## src/rtl/bus_parity_pkg.sv

```systemverilog
package bus_parity_pkg;
  typedef enum logic [1:0] {
    ROLE_SLV_RD = 2'b00,
    ROLE_SLV_WR = 2'b01,
    ROLE_MST_RD = 2'b10,
    ROLE_MST_WR = 2'b11
  } role_e;
endpackage

```

## src/rtl/bpu_lane_parity.sv

```systemverilog
module bpu_lane_parity #(
  parameter int DATA_W = 64,
  parameter int LANE_W = 8,
  localparam int LANES = DATA_W / LANE_W
) (
  input  logic [DATA_W-1:0] data,
  output logic [LANES-1:0]  odd_par
);
  // Odd parity: the bit that makes the lane plus parity hold an odd count of ones.
  for (genvar i = 0; i < LANES; i++) begin : g_lane
    assign odd_par[i] = ~(^data[i*LANE_W +: LANE_W]);
  end
endmodule

```

## src/rtl/bpu_role_decode.sv

```systemverilog
module bpu_role_decode
  import bus_parity_pkg::*;
(
  input  logic [1:0] mode,
  input  logic       dbb_n,
  input  logic       ta_n,
  output logic       src_cycle,
  output logic       chk_cycle
);
  role_e role;
  assign role = role_e'(mode);

  always_comb begin
    src_cycle = 1'b0;
    chk_cycle = 1'b0;
    unique case (role)
      ROLE_MST_WR: src_cycle = ~dbb_n;
      ROLE_SLV_RD: src_cycle = ~ta_n;
      ROLE_MST_RD,
      ROLE_SLV_WR: chk_cycle = ~ta_n;
      default: ;
    endcase
  end
endmodule

```

## src/rtl/bpu_gen.sv

```systemverilog
module bpu_gen #(
  parameter int LANES = 8
) (
  input  logic             clk,
  input  logic             rst,
  input  logic             src_cycle,
  input  logic [LANES-1:0] lane_par,
  output logic [LANES-1:0] par_out,
  output logic             par_oe
);
  always_ff @(posedge clk) begin
    if (rst) begin
      par_out <= '0;
      par_oe  <= 1'b0;
    end else begin
      par_oe  <= src_cycle;
      par_out <= src_cycle ? lane_par : '0;
    end
  end

  AST_RELEASED_ZERO: assert property (@(posedge clk) disable iff (rst)
    !par_oe |-> (par_out == '0));
endmodule

```

## src/rtl/bpu_chk.sv

```systemverilog
module bpu_chk #(
  parameter int LANES = 8
) (
  input  logic             clk,
  input  logic             rst,
  input  logic             chk_cycle,
  input  logic [LANES-1:0] lane_par,
  input  logic [LANES-1:0] par_in,
  output logic             err_pulse,
  output logic [LANES-1:0] err_lanes
);
  logic [LANES-1:0] mism;
  assign mism = chk_cycle ? (lane_par ^ par_in) : '0;

  always_ff @(posedge clk) begin
    if (rst) begin
      err_pulse <= 1'b0;
      err_lanes <= '0;
    end else begin
      err_pulse <= |mism;
      err_lanes <= mism;
    end
  end

  AST_PULSE_MATCHES_MASK: assert property (@(posedge clk) disable iff (rst)
    err_pulse == (err_lanes != '0));
endmodule

```

## src/rtl/bus_parity_unit.sv

```systemverilog
module bus_parity_unit
  import bus_parity_pkg::*;
#(
  parameter int DATA_W = 64,
  parameter int LANE_W = 8,
  localparam int LANES = DATA_W / LANE_W
) (
  input  logic              clk,
  input  logic              rst,
  input  logic [DATA_W-1:0] bus_data,
  input  logic [LANES-1:0]  par_in,
  input  logic              dbb_n,
  input  logic              ta_n,
  input  logic [1:0]        mode,
  output logic [LANES-1:0]  par_out,
  output logic              par_oe,
  output logic              err_pulse,
  output logic [LANES-1:0]  err_lanes
);
  logic [LANES-1:0] lane_par;
  logic             src_cycle;
  logic             chk_cycle;

  // One parity tree serves both generation and checking.
  bpu_lane_parity #(.DATA_W(DATA_W), .LANE_W(LANE_W)) u_tree (
    .data    (bus_data),
    .odd_par (lane_par)
  );

  bpu_role_decode u_role (
    .mode      (mode),
    .dbb_n     (dbb_n),
    .ta_n      (ta_n),
    .src_cycle (src_cycle),
    .chk_cycle (chk_cycle)
  );

  bpu_gen #(.LANES(LANES)) u_gen (
    .clk       (clk),
    .rst       (rst),
    .src_cycle (src_cycle),
    .lane_par  (lane_par),
    .par_out   (par_out),
    .par_oe    (par_oe)
  );

  bpu_chk #(.LANES(LANES)) u_chk (
    .clk       (clk),
    .rst       (rst),
    .chk_cycle (chk_cycle),
    .lane_par  (lane_par),
    .par_in    (par_in),
    .err_pulse (err_pulse),
    .err_lanes (err_lanes)
  );

  AST_SRC_CHK_EXCL: assert property (@(posedge clk) disable iff (rst)
    !(par_oe && err_pulse));

  AST_NO_CHECK_TA_HIGH: assert property (@(posedge clk) disable iff (rst)
    (!$past(rst) && $past(ta_n)) |-> !err_pulse);

  AST_MW_DRIVES: assert property (@(posedge clk) disable iff (rst)
    (!$past(rst) && ($past(mode) == 2'b11) && !$past(dbb_n)) |-> par_oe);

  AST_SR_DRIVES: assert property (@(posedge clk) disable iff (rst)
    (!$past(rst) && ($past(mode) == 2'b00) && !$past(ta_n)) |-> par_oe);

  for (genvar i = 0; i < LANES; i++) begin : g_odd_chk
    AST_GEN_ODD: assert property (@(posedge clk) disable iff (rst)
      par_oe |-> (^{$past(bus_data[i*LANE_W +: LANE_W]), par_out[i]}) == 1'b1);
  end
endmodule

```

## config.mk

```make
export PLATFORM = sky130hd
export DESIGN_NAME = bus_parity_unit
export DESIGN_NICKNAME = d
export VERILOG_FILES = /design/src/rtl/bus_parity_pkg.sv /design/src/rtl/bpu_lane_parity.sv /design/src/rtl/bpu_role_decode.sv /design/src/rtl/bpu_gen.sv /design/src/rtl/bpu_chk.sv /design/src/rtl/bus_parity_unit.sv
export SDC_FILE = /design/constraint.sdc
export NUM_CORES = 1
export LEC_CHECK = 0
export CELL_PAD_IN_SITES_DETAIL_PLACEMENT = 1
export CELL_PAD_IN_SITES_GLOBAL_PLACEMENT = 1
export CORE_AREA = 2 2 74 76
export DETAILED_ROUTE_END_ITERATION = 6
export DIE_AREA = 0 0 76 78
export PLACE_DENSITY = 0.8
export REMOVE_ABC_BUFFERS = 1
export SLEW_MARGIN = 15
export SYNTH_ARGS = -nofsm -noshare
export SYNTH_HDL_FRONTEND = slang
export SYNTH_SLANG_ARGS = --single-unit
```

## constraint.sdc

```tcl
create_clock -name clk -period 2.8 [get_ports clk]
set_input_delay 0.7 -clock clk [delete_from_list [all_inputs] [get_ports clk]]
set_output_delay 0.7 -clock clk [all_outputs]
set_load 0.03 [all_outputs]
```

# Yosys cells after proc, flatten, opt, wreduce, memory -nomap -nowiden
# Cells that the tools add are included.
classes:
  eq_ne: 3
  muxes: 3
  bitwise_logic: 12
  reduce_logical: 12
op_table:
  columns: ["operator", "n"]
  rows:
  - ["$reduce_xor A8 Y1", 8]
  - ["$not A1 Y1", 11]
  - ["$mux W8", 1]
  - ["$reduce_or A8 Y1", 1]
  - ["$xor A8 B8 Y8", 1]
  - ["$eq A2 B2 Y1 const B", 2]
  - ["$reduce_or A2 Y1", 2]
  - ["$eq A2 B1 Y1 const B", 1]
  - ["$logic_not A2 Y1", 1]
  - ["$pmux W1 S2", 1]
  - ["$mux W1", 1]
totals:
  regBits: 18
  out_inout_bits: 18

# Depth between registers and ports, before layout
logic_depth:
  depth_word: 5
  ltp_mapped: 6

# Cells and area by module
# A second synthesis with hierarchy kept.
hier_totals:
  hier_cells: 112
  area_unflattened_um2: 1167.4
by_module_without_submodules:
  columns: ["mod", "n_inst", "cells_per_inst", "area_each_um2"]
  rows:
  - ["bpu_lane_parity", 1, 56, 490.5]
  - ["bpu_chk", 1, 30, 357.8]
  - ["bpu_gen", 1, 18, 256.5]
  - ["bpu_role_decode", 1, 8, 62.6]

# Least setup slack after synthesis
# Ideal clock, no wire load.
synth_timing:
  path_kind: "input-to-reg"
  start: "in bus_data[6]"
  end: "reg u_chk.err_pulse"
  setup_time_ps: 77
  t_arrival_ps: 1795
  required_ps: 2723
  setup_slack_ps: 928
  cell_stages: 5
  path_buffers: 0
  cell_sequence: "xnor2_1 -> xnor2_1 -> xor3_1 -> a21o_1 -> a41oi_2"
synth_between:
  elab_chain_cells: 5
synth_lines:
  columns: ["element", "line_no", "rtl"]
  rows:
  - ["start: declaration", "bus_parity_unit.sv:10", "input logic [DATA_W-1:0] bus_data,"]
  - ["$reduce_xor A8 Y1", "bpu_lane_parity.sv:11", "assign odd_par[i] = ~(^data[i*LANE_W +: LANE_W]);"]
  - ["$not A1 Y1", "bpu_lane_parity.sv:11", null]
  - ["$xor A8 B8 Y8", "bpu_chk.sv:13", "assign mism = chk_cycle ? (lane_par ^ par_in) : '0;"]
  - ["$mux W8", "bpu_chk.sv:13", null]
  - ["$reduce_or A8 Y1", "bpu_chk.sv:20", "err_pulse <= |mism;"]
  - ["end signal: assignment", "bpu_chk.sv:20", null]
  - ["end: declaration", "bpu_chk.sv:9", "output logic err_pulse,"]
# No other way between the ends.
# A chain may end at the register's enable or synchronous reset.

# Final worst setup path
layout_timing:
  start: "in mode[0]"
  end: "reg u_chk.err_pulse"
layout_between:
  elab_chain_cells: 5
  elab_cells_between_ends: 6
  cone_classes: "eq/ne (2); mux (2); reduce/logical (2)"
layout_lines:
  columns: ["element", "line_no", "rtl"]
  rows:
  - ["start: declaration", "bus_parity_unit.sv:14", "input logic [1:0] mode,"]
  - ["$eq A2 B2 Y1 / $eq A2 B1 Y1 (equally long branches)", "bpu_role_decode.sv:16", "unique case (role)"]
  - ["$reduce_or A2 Y1 *", "bpu_role_decode.sv:16", null]
  - ["$mux W1 *", "bpu_role_decode.sv:16", null]
  - ["$mux W8 *", "bpu_chk.sv:13", null]
  - ["$reduce_or A8 Y1 *", "bpu_chk.sv:20", null]
# Mark *: on every way between the ends. The rest lies on a longest branch, timed or not.

==> results.yml <==
floorplanning:
  dieArea_um2: 5928
  die_x_um: 76
  die_y_um: 78
  ioPinCount: 96
  core_um2: 5042
  rows: 26
  initial_utilization: 0.2457
final_layout:
  drive_gt1_frac: 0.02273
  final_cell_mix: "clkdlybuf4s50_1, xnor2_1, dfxtp_1"
  layout_commonest_cell: "clkdlybuf4s50_1"
  area_growth_syn_to_layout_pct: 87.37
  nNetsFinal: 301
  antennaDiodeCount: 0
  finish.utilization: 0.4603
  fin_area_um2: 2321
synthesis:
  synth_mux_area_frac: 0
  yosys.area.top_type: "xnor2_1"
  yosysWarnings: 0
  synth_compound_area_frac: 0.03636
  yosys-top-cells-area: "xnor2_1, dfxtp_1, xnor3_1"
  syn_inst: 123
  synth_area_um2: 1239
  synth_fa_ha_area_frac: 0.02020
  netlist.area_leader.share: 0.3394
  synth_xor_area_frac: 0.5434
  ys_seq_elements: 18
  synth_top_family_by_area: "XOR/XNOR gates"
  synth-simple-area-share: 0.08485
  ys_seq_area_frac: 0.2909
  syn_avg_cell_area_um2: 10.07
  yosysUniqueCellTypes: 18
global_route:
  busiest_layer: "met2"
  use_met2: 0.2232
  met3_usage: 0.05581
  grt_max_degree: 11
  globalRouteOverflowTotal: 0
  antenna_found_initial: 0
  grt_first_pass_wirelength_um: 5568
  grt_pass1_vias: 1226
  track_usage: 0.1167
  met1_usage: 0.1175
placement:
  dpl.hpwl_um: 2888
  placed_area_um2: 2266
  gp_congestion: 0.6849
  io_buffers: 95
routing:
  detail_route.iter0.violations: 14
  dr.pass1.iters: 4
  wl_um: 3235
  routed_via_density: 3.952
  vias: 1146
  detail-route-antenna-nets: 0
  drc: 0
  routedWlPerCell_um: 11.16
worst_setup_path:
  cp_max_fo: 9
  cp-start-kind: "primary input"
  cp.arrival_ps: 2350
  required_ps: 2980
  crit_type: "in -> reg"
  worstSetupEndpointType: "flip-flop"
run_status:
  status: "completed"
power_and_ir_drop:
  vdd_ir_drop_max_uv: 176.7
  p_leak_nw: 0.8895
  powerDensity_nw_per_um2: 420.7
timing:
  maxSlewViolCount: 0
  finalCritPeriodShare: 0.7776
  setup_viol: 0
  slew_headroom: 0.6472
  period_minus_slack_ps: 2177
  rsz0062_at_grt: "no"
  tightest_slew_ps: 528.1
  max_freq_mhz: 459.3
  hold_viol_final: 0
  fin_setup_tns_ps: 0
hold_path:
  hp-class: "in -> reg"
clocking:
  cts_root_buf: "clkbuf_8"
  clkSinkCount: 18
  cts_tree: "yes"
  cts_buffers: 3
  clockBufferDepth: 2
  path_clk_slew_ps: 70
  cts_hold_buf: 0
  cts_resized: 0
  post_cts_buffers: 0
  htreeDepth: 1
flow_run:
  maxCapViolCount: 0
==> power breakdown <==
| part | leakage, nW | switching (mW) | internal [mW] |
|---|---|---|---|
| logic | 0.714 | 0.201 | 0.288 |
| clock network | 0.0288 | 0.0834 | 0.125 |
| registers | 0.146 | 0.00432 | 0.275 |
==> registers in the layout, indices dropped and copies added (netlist names) <==
| name | flops |
|---|---|
| u_chk.err_pulse | 1 |
| u_gen.par_out | 8 |
| u_gen.par_oe | 1 |
| u_chk.err_lanes | 8 |
==> path summary, 6_finish.rpt <==
| kind | startpoint | end | slack (ps) | cells after the start |
|---|---|---|---|---|
| max | mode[0] | u_chk.err_pulse | 620 | 6 |
| min | ta_n | u_chk.err_lanes[1] | 1230 | 3 |
==> layout make-up <==
class	count	area, um2
Fill cell	576	2721
Tap cell	70	87.58
Multi-Input combinational cell	98	848.3
Inverter	5	18.77
Timing Repair Buffer	95	950.9
Clock buffer	4	55.05
Sequential cell	18	360.3
==> synthesized netlist by cell type, drive strengths merged <==
master	instances
o22ai	1
nand2b	1
xor2	8
clkbuf	1
inv	5
ha	2
buf	1
nor2b	1
nor3	2
nor2	15
xnor3	6
xor3	2
o21ai	3
a21o	1
a41oi	1
nand2	7
dfxtp	18
xnor2	48
==> stage by stage <==
step	cells	setup WS, ps	total power [mW]	hold slack, ps
finish	290	622.8	0.9764	1228
floorplan	121	928.3	0.5827	763.3
global placement	286	408.4	0.7734	1475
global route	290	423.6	1.048	1241
CTS	290	605.8	0.9967	1219
detailed placement	286	339.9	0.7793	1493
==> per-layer routing <==
metal / vias to the layer above / wire, um
met2: 57 / 1733
li1: 577 / -
met3: 2 / 355
met5: - / 0
met1: 510 / 1136
met4: 0 / 9
==> critical path, cell delays in order <==
cell and delay, ps:
clkdlybuf4s50_1 480, inv_1 50, ha_1 300, nor2b_1 460, o21ai_1 160, a41oi_2 200
==> cells by family after synthesis <==
family / Yosys count
compound gates: 6
simple gates: 26
fa+ha+maj: 2
buf+inv: 7
xor+xnor: 64
flops: 18
Power figures use the tool's default switching activity.
